--- config.mk ---
export PLATFORM = sky130hd
export DESIGN_NAME = edge_event_counter
export DESIGN_NICKNAME = d
export VERILOG_FILES = /design/src/rtl/ectr_pkg.sv /design/src/rtl/ectr_sync.sv /design/src/rtl/ectr_edge.sv /design/src/rtl/ectr_down.sv /design/src/rtl/ectr_pend.sv /design/src/rtl/edge_event_counter.sv
export SDC_FILE = /design/constraint.sdc
export NUM_CORES = 1
export LEC_CHECK = 0
export CAP_MARGIN = 10
export CORE_MARGIN = 2
export CORE_UTILIZATION = 42
export CTS_CLUSTER_SIZE = 16
export DETAILED_ROUTE_END_ITERATION = 16
export GPL_TIMING_DRIVEN = 0
export PLACE_DENSITY = 0.68
export SLEW_MARGIN = 10
export SYNTH_ARGS = -nofsm -noshare
export SYNTH_HDL_FRONTEND = slang
export SYNTH_SLANG_ARGS = --single-unit
export TNS_END_PERCENT = 10
--- constraint.sdc ---
create_clock -name clk -period 2.1 [get_ports clk]
set_input_delay 0.21 -clock clk [delete_from_list [all_inputs] [get_ports clk]]
set_output_delay 0.21 -clock clk [all_outputs]
set_load 0.005 [all_outputs]
--- src/rtl/ectr_pkg.sv ---
// Shared definitions for the edge-driven event counter.
// Assumes: nothing beyond IEEE 1800-2017 packages.
package ectr_pkg;

    // Edge polarity chosen for a detector
    typedef enum logic {
        EDGE_RISE = 1'b0,
        EDGE_FALL = 1'b1
    } edge_pol_e;

    // Number of pin inputs handled by the block
    localparam int unsigned NUM_PINS = 2;
    localparam int unsigned PIN_EVT  = 0;
    localparam int unsigned PIN_AUX  = 1;

endpackage

--- src/rtl/ectr_sync.sv ---
// Multi-flop synchronizer for one asynchronous level input.
// Assumes: STAGES >= 2; the input changes slowly compared to clk.
module ectr_sync #(
    parameter int unsigned STAGES = 2
) (
    input  logic clk,
    input  logic rst_n,
    input  logic d_async,
    output logic q_sync
);
    logic [STAGES-1:0] chain;

    // Shift the asynchronous level through the flop chain
    always_ff @(posedge clk) begin
        if (!rst_n) chain <= '0;
        else        chain <= {chain[STAGES-2:0], d_async};
    end

    assign q_sync = chain[STAGES-1];
endmodule

--- src/rtl/ectr_edge.sv ---
// Edge detector on a synchronized level, with selectable polarity.
// Assumes: level is already synchronous to clk. The hit pulse lasts one cycle.
module ectr_edge
    import ectr_pkg::*;
(
    input  logic      clk,
    input  logic      rst_n,
    input  logic      level,
    input  edge_pol_e pol,
    output logic      hit
);
    logic prev_q;

    // Keep the previous synchronized sample
    always_ff @(posedge clk) begin
        if (!rst_n) prev_q <= 1'b0;
        else        prev_q <= level;
    end

    // Compare the present sample with the previous one for the chosen edge
    always_comb begin
        if (pol == EDGE_FALL) hit = prev_q && !level;
        else                  hit = !prev_q && level;
    end
endmodule

--- src/rtl/ectr_down.sv ---
// Down-counter with a reload register and an underflow strobe.
// Assumes: tick is a one-cycle event pulse. load wins over tick.
module ectr_down #(
    parameter int unsigned CNT_W = 16
) (
    input  logic             clk,
    input  logic             rst_n,
    input  logic             load,
    input  logic [CNT_W-1:0] load_val,
    input  logic             tick,
    output logic [CNT_W-1:0] count,
    output logic [CNT_W-1:0] reload,
    output logic             underflow
);
    localparam logic [CNT_W-1:0] ZERO = '0;
    localparam logic [CNT_W-1:0] ONE  = {{(CNT_W-1){1'b0}}, 1'b1};

    // Update the reload register and the counter
    always_ff @(posedge clk) begin
        if (!rst_n) begin
            count  <= ZERO;
            reload <= ZERO;
        end else if (load) begin
            count  <= load_val;
            reload <= load_val;
        end else if (tick) begin
            count  <= (count == ZERO) ? reload : count - ONE;
        end
    end

    // Flag an event that finds the counter at zero and is not overridden
    assign underflow = tick && !load && (count == ZERO);
endmodule

--- src/rtl/ectr_pend.sv ---
// Sticky pending flag: set wins over clear.
// Assumes: set and clr are synchronous one-cycle strobes.
module ectr_pend (
    input  logic clk,
    input  logic rst_n,
    input  logic set,
    input  logic clr,
    output logic flag
);
    // Hold the flag, giving set priority over clear
    always_ff @(posedge clk) begin
        if (!rst_n)   flag <= 1'b0;
        else if (set) flag <= 1'b1;
        else if (clr) flag <= 1'b0;
    end
endmodule

--- src/rtl/edge_event_counter.sv ---
// Top level: counts selected edges of evt_pin down to underflow and keeps
// an independent rising-edge flag for aux_pin. Drives one interrupt line.
// Assumes: both pins are asynchronous; every strobe is synchronous to clk.
module edge_event_counter
    import ectr_pkg::*;
#(
    parameter int unsigned CNT_W       = 16,
    parameter int unsigned SYNC_STAGES = 2
) (
    input  logic             clk,
    input  logic             rst_n,
    input  logic             evt_pin,
    input  logic             aux_pin,
    input  logic             edge_sel,
    input  logic             load_stb,
    input  logic [CNT_W-1:0] load_val,
    input  logic             en_a,
    input  logic             en_b,
    input  logic             clr_a,
    input  logic             clr_b,
    output logic [CNT_W-1:0] count_q,
    output logic             pend_a,
    output logic             pend_b,
    output logic             irq
);
    logic [NUM_PINS-1:0] pin_raw;
    logic [NUM_PINS-1:0] pin_sync;
    logic [NUM_PINS-1:0] pin_hit;
    edge_pol_e           pin_pol [NUM_PINS];
    logic [NUM_PINS-1:0] pend_set;
    logic [NUM_PINS-1:0] pend_clr;
    logic [NUM_PINS-1:0] pend_q;
    logic [CNT_W-1:0]    reload_q;
    logic                underflow;

    // Gather the pins and select each one's edge polarity
    always_comb begin
        pin_raw[PIN_EVT] = evt_pin;
        pin_raw[PIN_AUX] = aux_pin;
        pin_pol[PIN_EVT] = edge_sel ? EDGE_FALL : EDGE_RISE;
        pin_pol[PIN_AUX] = EDGE_RISE;
    end

    // One synchronizer and one edge detector per pin
    for (genvar p = 0; p < NUM_PINS; p++) begin : g_pin
        ectr_sync #(.STAGES(SYNC_STAGES)) u_sync (
            .clk     (clk),
            .rst_n   (rst_n),
            .d_async (pin_raw[p]),
            .q_sync  (pin_sync[p])
        );
        ectr_edge u_edge (
            .clk   (clk),
            .rst_n (rst_n),
            .level (pin_sync[p]),
            .pol   (pin_pol[p]),
            .hit   (pin_hit[p])
        );
    end

    ectr_down #(.CNT_W(CNT_W)) u_down (
        .clk       (clk),
        .rst_n     (rst_n),
        .load      (load_stb),
        .load_val  (load_val),
        .tick      (pin_hit[PIN_EVT]),
        .count     (count_q),
        .reload    (reload_q),
        .underflow (underflow)
    );

    // Route the set and clear sources to the pending flags
    always_comb begin
        pend_set[PIN_EVT] = underflow;
        pend_set[PIN_AUX] = pin_hit[PIN_AUX];
        pend_clr[PIN_EVT] = clr_a;
        pend_clr[PIN_AUX] = clr_b;
    end

    for (genvar f = 0; f < NUM_PINS; f++) begin : g_pend
        ectr_pend u_pend (
            .clk   (clk),
            .rst_n (rst_n),
            .set   (pend_set[f]),
            .clr   (pend_clr[f]),
            .flag  (pend_q[f])
        );
    end

    // Present the flags and combine the enabled ones into the request line
    always_comb begin
        pend_a = pend_q[PIN_EVT];
        pend_b = pend_q[PIN_AUX];
        irq    = (pend_a && en_a) || (pend_b && en_b);
    end
endmodule

== Word-level counts from Yosys, hierarchy flattened ==
Cells that the tools add are included.

* Add/subtract/negate cells: 1
* Mux-type cells: 9
* Reduce and logical (&&, ||, !) cells: 16

{| class="wikitable"
|+ Operator list
! kind !! count
|-
| 2-to-1 mux 16 bit || 3
|-
| logical NOT 16 bit || 1
|-
| subtractor 16 x 1 -> 16 bit, second input constant || 1
|-
| logical AND 1 bit || 7
|-
| 2-to-1 mux 1 bit || 6
|-
| nonzero test 2 bit || 3
|-
| logical NOT 1 bit || 4
|-
| logical OR 1 bit || 1
|}

* Register bits after elaboration: 40
* Bits of input ports: 26
* Output and inout port bits: 19
* Logic and storage cells: 34

== Depth between registers and ports, before layout ==
Gate-level depths: netlist of the first run.

* Word-level depth: 6
* Depth in mapped cells: 9

== By module ==
From an unflattened synthesis of the first run, not the netlist that was laid out.

* Cell total of the unflattened synthesis: 234
* Area total of the unflattened synthesis: 2074.5 um2

{| class="wikitable"
|+ Modules (own cells, without submodules)
! module !! times used !! cells each !! area each (um2) !! sequential area each (um2)
|-
| ectr_down || 1 || 208 || 1776.7 || 640.6
|-
| ectr_sync || 2 || 4 || 52.6 || 40.0
|-
| ectr_edge || 2 || 5 || 48.8 || 20.0
|-
| ectr_pend || 2 || 3 || 41.3 || 20.0
|-
| edge_event_counter || 1 || 2 || 12.5 || 0.0
|}

== Least setup slack after synthesis of the first run ==
Ideal clock, no wire load.

* Path type: register to register
* Start point: register u_down.count[0]
* End point: register u_down.count[6]
* Library setup time: 133 ps
* Arrival: 1802 ps
* Slack: 164 ps
* Cell stages (with the launch flop): 9
* Path buffers: 1
* Period minus slack after synthesis: 1936 ps
* Cell sequence: dfxtp_1 > inv_1 > ha_1 > or3b_2 > clkbuf_1 > o31ai_1 > o21ai_0 > a2111oi_0 > nor3_1

* Cells in the longest elaborated chain, start to end: 4
* Elaborated cells on any way between the ends: 5
* Those cells by class: add/sub: 1; mux: 3; reduce/logical: 1

{| class="wikitable"
|+ Ends and longest elaborated chain
! element !! RTL line !! RTL
|-
| start, declared || ectr_down.sv:11 || <nowiki>output logic [CNT_W-1:0] count,</nowiki>
|-
| start signal, assigned || ectr_down.sv:24 || <nowiki>count <= load_val;</nowiki>
|-
| start signal, assigned || ectr_down.sv:27 || <nowiki>count <= (count == ZERO) ? reload : count - ONE;</nowiki>
|-
| subtractor 16 x 1 -> 16 bit or logical NOT 16 bit (tied branches) || ectr_down.sv:27 ||
|-
| 2-to-1 mux 16 bit * || ectr_down.sv:27 ||
|-
| 2-to-1 mux 16 bit * || ectr_down.sv:26 || <nowiki>end else if (tick) begin</nowiki>
|-
| 2-to-1 mux 16 bit * || ectr_down.sv:23 || <nowiki>end else if (load) begin</nowiki>
|}

Every way passes the cells marked *; elsewhere a longest branch is shown, timed or not. The select of a mux whose other input is x is not followed.
A chain may end at the register's enable or synchronous reset.

== Worst setup path after layout of the first run ==
* Start point: register u_down.count[0]
* End point: register u_down.count[12]

The elaborated chain is that of the path after synthesis.

==> impl_metrics.env, run 1 <==
export IMPL_setup_viol=0
export IMPL_layout_nets=316
export IMPL_synth_top_area_share_pct=38.2
export IMPL_via_per_inst=5.66
export IMPL_start_util_pct=44.1
export IMPL_grt_max_degree=14
export IMPL_slew_headroom_pct=52.1
export IMPL_hold_path_startpoint="rst_n"
export IMPL_core_um2=4750
export IMPL_cts_path_max_buffers=2
export IMPL_cts_tree="built"
export IMPL_drt_iter0_markers=157
export IMPL_path_max_fanout=6
export IMPL_synth_top_family_by_area="compound AO/OA/AOI/OAI gates"
export IMPL_clock_sink_count=40
export IMPL_synth_warnings=0
export IMPL_row_count=25
export IMPL_skew_ns=0.00473
export IMPL_hold_buffers=0
export IMPL_antenna_found_initial=0
export IMPL_globalRouteMet1Util_pct=29.2
export IMPL_drive_gt1_share_pct=13.5
export IMPL_clk_latency_ns=0.29
export IMPL_synth_compound_area_share_pct=24.2
export IMPL_ys_types=55
export IMPL_synthTopCellsByArea="dfxtp_1 38%, mux2i_1 5.7%, o21ai_0 3.8%"
export IMPL_place_area_um2=2600
export IMPL_dp_hpwl_um=4010
export IMPL_drv_cap=0
export IMPL_power_density_nw_per_um2=679
export IMPL_ioPinCount=45
export IMPL_dieArea_um2=5570
export IMPL_grt_pass1_vias=1839
export IMPL_syn_nets=262
export IMPL_cts_buffers=5
export IMPL_end_kind="flop"
export IMPL_wl_um=5970
export IMPL_first_pass_iters=4
export IMPL_synth_seq_cells=40
export IMPL_rrSetupSlack_ns=0.05
export IMPL_num_vias=2015
export IMPL_cp_slowest_stage_delay_ns=0.47
export IMPL_period_minus_slack_ns=2.05
export IMPL_dp_cells=343
export IMPL_routabilityCongestion=0.797
export IMPL_ys_async_sr_fraction_pct=0
export IMPL_synthFlopType="dfxtp_1"
export IMPL_synth_fa_ha_area_share_pct=1.19
export IMPL_hold_path_class="input pin to flop"
export IMPL_root_buffer="clkbuf_8"
export IMPL_drc=0
export IMPL_die_width_um=74.6
export IMPL_slew_violations=0
export IMPL_path_class="flop to flop"
export IMPL_die_h_um=74.6
export IMPL_final_min_period_over_clock_period_pct=97.5
export IMPL_crit_arrival_ns=2.24
export IMPL_synth_edff_count=0
export IMPL_total_power_mw=1.91
export IMPL_worst_pin_slew_ns=0.718
export IMPL_clk_pin_slew_ns=0.08
export IMPL_synth_area_per_cell_um2=8.96
export IMPL_grt_use_met2_pct=33.7
export IMPL_status="finished, final reports clean"
export IMPL_r2r_end="u_down.count[12]"
export IMPL_cts_max_level=2
export IMPL_overflow=0
export IMPL_grt_busiest_layer="met2"
export IMPL_cp_top_family="simple AND/OR/NAND/NOR gates"
export IMPL_leakage_nw=1.07
export IMPL_muxShareOfSynthArea_pct=5.73
export IMPL_yosysTopAreaCell="dfxtp_1"
export IMPL_required_ns=2.30
export IMPL_ff2ff_path_depth=9
export IMPL_synth_area_um2=2100
export IMPL_finalHoldViolCount=0
export IMPL_grt_pass1_wl_um=9140
export IMPL_ant_nets=0
export IMPL_ys_seq_area_share_pct=38.2
export IMPL_ir_drop_mv=0.431
export IMPL_syn_to_final_growth_pct=34.0
export IMPL_port_buffers=42
export IMPL_holdPathEnd="u_down.count[8]"
export IMPL_critical_path_buf_inv_count=3
export IMPL_synth_xor_area_share_pct=1.25
export IMPL_crit_slowest_cell="or4b_4"
export IMPL_worstPathCellList="inv_2 -> ha_1 -> or4b_4 -> nand4b_4 -> buf_4 -> clkbuf_16 -> o22ai_1 -> nand2_1 -> and3_1"
export IMPL_rsz0062_at_grt="true"
export IMPL_synth_simple_gate_area_share_pct=22.3
export IMPL_fin_cells=356
export IMPL_holdPathStages=3
export IMPL_fmax_ghz=0.489
export IMPL_whs_ns=0.195
export IMPL_synthCells=234
export IMPL_grt_usage_pct=21.8
export IMPL_post_drt_wl_per_cell_um=16.8
export IMPL_stdcell_area_um2=2810
export IMPL_regToRegStartpoint="u_down.count[0]"
export IMPL_start_kind="flop"
export IMPL_grtUsageMet3_pct=5.35
export IMPL_diodes=0
report_power, final:
group / leakage (nW) / internal [mW] / switching, mW
Clock: 0.0541 / 0.352 / 0.284
Combinational: 0.681 / 0.215 / 0.195
Sequential: 0.331 / 0.804 / 0.0573
per-stage QoR:
stage | setup WS [ns] | utilization, % | TNS, ns
after floorplan | 0.164 | - | 0
after global placement | -0.0598 | 54.7 | -0.0635
after detailed placement | -0.0743 | 54.7 | -0.146
after CTS | 0.0130 | 57.0 | 0
after global routing | -0.0453 | 59.1 | -0.114
final | 0.0530 | 59.1 | 0
state kept, by name (all words and copies together), names as in the netlist:
signal	flops
u_down.count	16
u_down.reload	16
g_pin.u_sync.chain	4
g_pend.u_pend.flag	2
g_pin.u_edge.prev_q	2
worst max-delay path by stage:
stage / to / cells after the start / startpoint / slack (ns)
final: u_down.count[12] / 9 / u_down.count[0] / 0.05
after global routing: u_down.count[10] / 5 / u_down.count[4] / -0.05
after CTS: u_down.count[6] / 7 / u_down.count[0] / 0.01
after detailed placement: u_down.count[6] / 8 / u_down.count[0] / -0.07
after global placement: u_down.count[6] / 8 / u_down.count[0] / -0.06
after floorplan: u_down.count[6] / 8 / u_down.count[0] / 0.16
cells in the mapped netlist (3+ instances only):
master / instances
dfxtp_1: 40
nor2_1: 20
nand2_1: 16
o21ai_0: 16
a21oi_1: 15
mux2i_1: 12
clkbuf_1: 9
inv_1: 7
a2111oi_0: 6
a2bb2oi_1: 6
and2_1: 6
nor3_1: 6
nor4_1: 6
o22ai_1: 5
o211ai_1: 4
o221ai_1: 4
or3_1: 4
buf_6: 3
cells by family (layout without fill, tap and decap cells):
logic type / count (synthesis) / count (layout)
muxes: 12 / 12
buffers and inverters: 26 / 81
xor gates and xnor gates: 3 / 3
AOI/OAI and AO/OA: 73 / 73
DFF: 40 / 40
adders and majority gates: 2 / 2
and+or+nand+nor: 78 / 78
cells in the final DEF (no fill, tap or decap), types with 2 or more instances in the layout:
cell / count
a21oi_1: 15
o31ai_1: 2
clkbuf_8: 6
and2_1: 6
inv_2: 2
mux2i_1: 12
o22ai_1: 5
clkbuf_16: 2
nand2_1: 16
or4_1: 2
dfxtp_1: 38
o21ai_0: 15
nor4_4: 2
xor2_1: 2
a2111oi_0: 5
buf_1: 2
clkbuf_1: 8
nor3b_1: 2
a22oi_1: 2
buf_8: 2
nor3_1: 6
or3_1: 4
o221ai_1: 4
o211ai_1: 4
buf_6: 2
nand3_1: 2
nor4_1: 6
a211oi_1: 2
a2bb2oi_1: 6
buf_4: 6
inv_1: 5
and3_1: 2
ha_1: 2
nor2_1: 20
clkdlybuf4s50_1: 42
dfxtp_4: 2
metal layers:
metal	share of wire (%)	up-vias
met5	0	-
met4	1.8	0
met3	6.1	9
met2	47	71
met1	45	956
li1	-	979
worst register-to-register path, delay by kind of cell, from the launching register on:
kind            cells  cell delay [ns]
compound gates      1             0.16
fa+ha+maj           1             0.13
buf+inv             3             0.39
flops               1             0.37
simple gates        4             0.91
cell type report:
cell class / count / area (µm²)
plain buffers: 18 / 124
repair buffers: 48 / 500
well taps: 67 / 83.8
inverters: 7 / 26.3
multi-input cells: 168 / 1150
clock buffers: 5 / 68.8
flip-flops and latches: 40 / 808
clock inverters: 3 / 42.5
fillers: 450 / 1950
repair_timing:
item / CTS / global route
setup buffers: 0 / 4
pin swaps: 1 / 2
cloned: 0 / 2
gates resized for setup: 1 / 10
endpoints found under the setup margin: 4 / 12
(Power assumes the default switching activity.)
==> inputs of run 2 (changes only) <==
--- a/config.mk
+++ b/config.mk
@@ -11,7 +11,7 @@
 export CTS_CLUSTER_SIZE = 16
 export DETAILED_ROUTE_END_ITERATION = 16
 export GPL_TIMING_DRIVEN = 0
-export PLACE_DENSITY = 0.68
+export PLACE_DENSITY_LB_ADDON = 0.2
 export SLEW_MARGIN = 10
 export SYNTH_ARGS = -nofsm -noshare
 export SYNTH_HDL_FRONTEND = slang
==> run 2 against run 1 <==
Clock power up 9.8%. Sequential power barely moved. Design area is 0.89% higher. Worst setup slack got worse by 0.0067 ns. Critical path depth did not move. Via count rose by 1.4%. Critical endpoint is now u_down.count[13]. Largest cell class unchanged. Final cell count grew 0.28%. Global-route usage is 0.54 points higher. Routed wire length shrank 0.92%.
==> impl_metrics.env, run 2 (synthesized netlist as in run 1, its figures left out) <==
export IMPL_die_h_um=74.6
export IMPL_crit_arrival_ns=2.29
export IMPL_end_kind="flop"
export IMPL_place_area_um2=2600
export IMPL_rrSetupSlack_ns=0.05
export IMPL_grt_max_degree=13
export IMPL_leakage_nw=1.08
export IMPL_path_max_fanout=10
export IMPL_seq_area_um2=808
export IMPL_whs_ns=0.192
export IMPL_final_min_period_over_clock_period_pct=97.8
export IMPL_layout_commonest_cell="clkdlybuf4s50_1"
export IMPL_ioPinCount=45
export IMPL_clk_latency_ns=0.30
export IMPL_hold_path_class="input pin to flop"
export IMPL_finalHoldViolCount=0
export IMPL_drc=0
export IMPL_grt_usage_pct=22.3
export IMPL_slew_headroom_pct=52.7
export IMPL_start_util_pct=44.1
export IMPL_cts_max_level=2
export IMPL_routabilityCongestion=0.859
export IMPL_stdcell_area_um2=2830
export IMPL_row_count=25
export IMPL_diodes=0
export IMPL_fmax_ghz=0.487
export IMPL_cts_buffers=5
export IMPL_wl_met3_um=365
export IMPL_drv_cap=0
export IMPL_drt_iter0_markers=149
export IMPL_post_drt_wl_per_cell_um=16.6
export IMPL_core_um2=4750
export IMPL_setup_viol=0
export IMPL_die_width_um=74.6
export IMPL_skew_ns=0.00798
export IMPL_start_kind="flop"
export IMPL_via_per_inst=5.73
export IMPL_overflow=0
export IMPL_grt_pass1_wl_um=9300
export IMPL_grt_pass1_vias=1905
export IMPL_status="finished, final reports clean"
export IMPL_final_util_pct=59.6
export IMPL_cts_path_max_buffers=2
export IMPL_slew_violations=0
export IMPL_num_vias=2044
export IMPL_cts_tree="built"
export IMPL_ir_drop_mv=0.337
export IMPL_fill_cells=448
export IMPL_root_buffer="clkbuf_8"
export IMPL_m1WireLength_um=2740
export IMPL_layout_nets=317
export IMPL_dieArea_um2=5570
export IMPL_dp_hpwl_um=4070
export IMPL_required_ns=2.33
export IMPL_path_class="flop to flop"
export IMPL_clock_sink_count=40
export IMPL_reg_top3="u_down.count x16, u_down.reload x16, g_pin.u_sync.chain x4"
export IMPL_layout_common_cells="42 x clkdlybuf4s50_1, 38 x dfxtp_1, 20 x nor2_1"
export IMPL_drive_gt1_share_pct=14.5
export IMPL_ant_nets=0
export IMPL_period_minus_slack_ns=2.05
export IMPL_first_pass_iters=4
export IMPL_port_buffers=42
export IMPL_syn_to_final_growth_pct=35.2
export IMPL_power_density_nw_per_um2=697
export IMPL_multiInputGateArea_um2=1170
export IMPL_rsz0062_at_grt="true"
export IMPL_hold_buffers=0
export IMPL_antenna_found_initial=0
export IMPL_clk_pin_slew_ns=0.08
export IMPL_wl_um=5920
export IMPL_top_layer_used="met4"
export IMPL_worst_pin_slew_ns=0.709
export IMPL_wl_met2_um=2740
==> run 2: what timing repair did <==
item                       CTS  global route
setup endpoints to repair    4            11
resized for setup            2            13
pin swaps                    1             3
buffers inserted             0             6
gates cloned                 0             1
==> run 2: metrics by stage <==
stage,setup slack (ns),TNS (ns),power (mW),std cells
2_1_floorplan,0.164,0,1.10,234
3_3_place_gp,-0.0320,-0.0348,1.26,343
3_5_place_dp,-0.109,-0.184,1.26,343
4_1_cts,0.00854,0,1.96,350
5_1_grt,-0.0453,-0.0770,2.06,357
6_report,0.0463,0,1.97,357
==> run 2: where the power goes <==
part | internal, mW | total [mW] | switching (mW)
clock | 0.420 | 0.697 | 0.278
combinational | 0.218 | 0.415 | 0.197
sequential | 0.804 | 0.863 | 0.0588
total | 1.44 | 1.97 | 0.533
==> run 2: worst max-delay path, stage by stage (launching register included) <==
cell	delay, ns
dfxtp_4	0.36
inv_2	0.05
ha_1	0.13
or4b_4	0.47
nand4b_4	0.21
buf_8	0.17
buf_8	0.14
a211oi_2	0.23
a21oi_2	0.06
o22ai_1	0.17
==> run 2: per-layer routing <==
layer,track usage (%),vias up
met5,0,-
met1,30.1,981
met3,4.55,9
met2,35.5,69
met4,8.33,0
li1,-,985
==> run 2: worst paths after layout <==
path / start / endpoint / cells after the start
min reg2reg: g_pin[0].u_sync.chain[0] / g_pin[0].u_sync.chain[1] / 1
max: u_down.count[0] / u_down.count[13] / 9
max reg2reg: u_down.count[0] / u_down.count[13] / 9
min: rst_n / u_down.count[8] / 3
==> run 2: area by class of cell <==
type                            count  share of cell area [%]
Tap cell                           67                    2.96
Multi-Input combinational cell    168                    41.4
Buffer                             18                    4.37
Sequential cell                    40                    28.5
Clock buffer                        7                    3.40
Inverter                            7                   0.928
Clock inverter                      1                    1.06
Timing Repair Buffer               49                    17.3
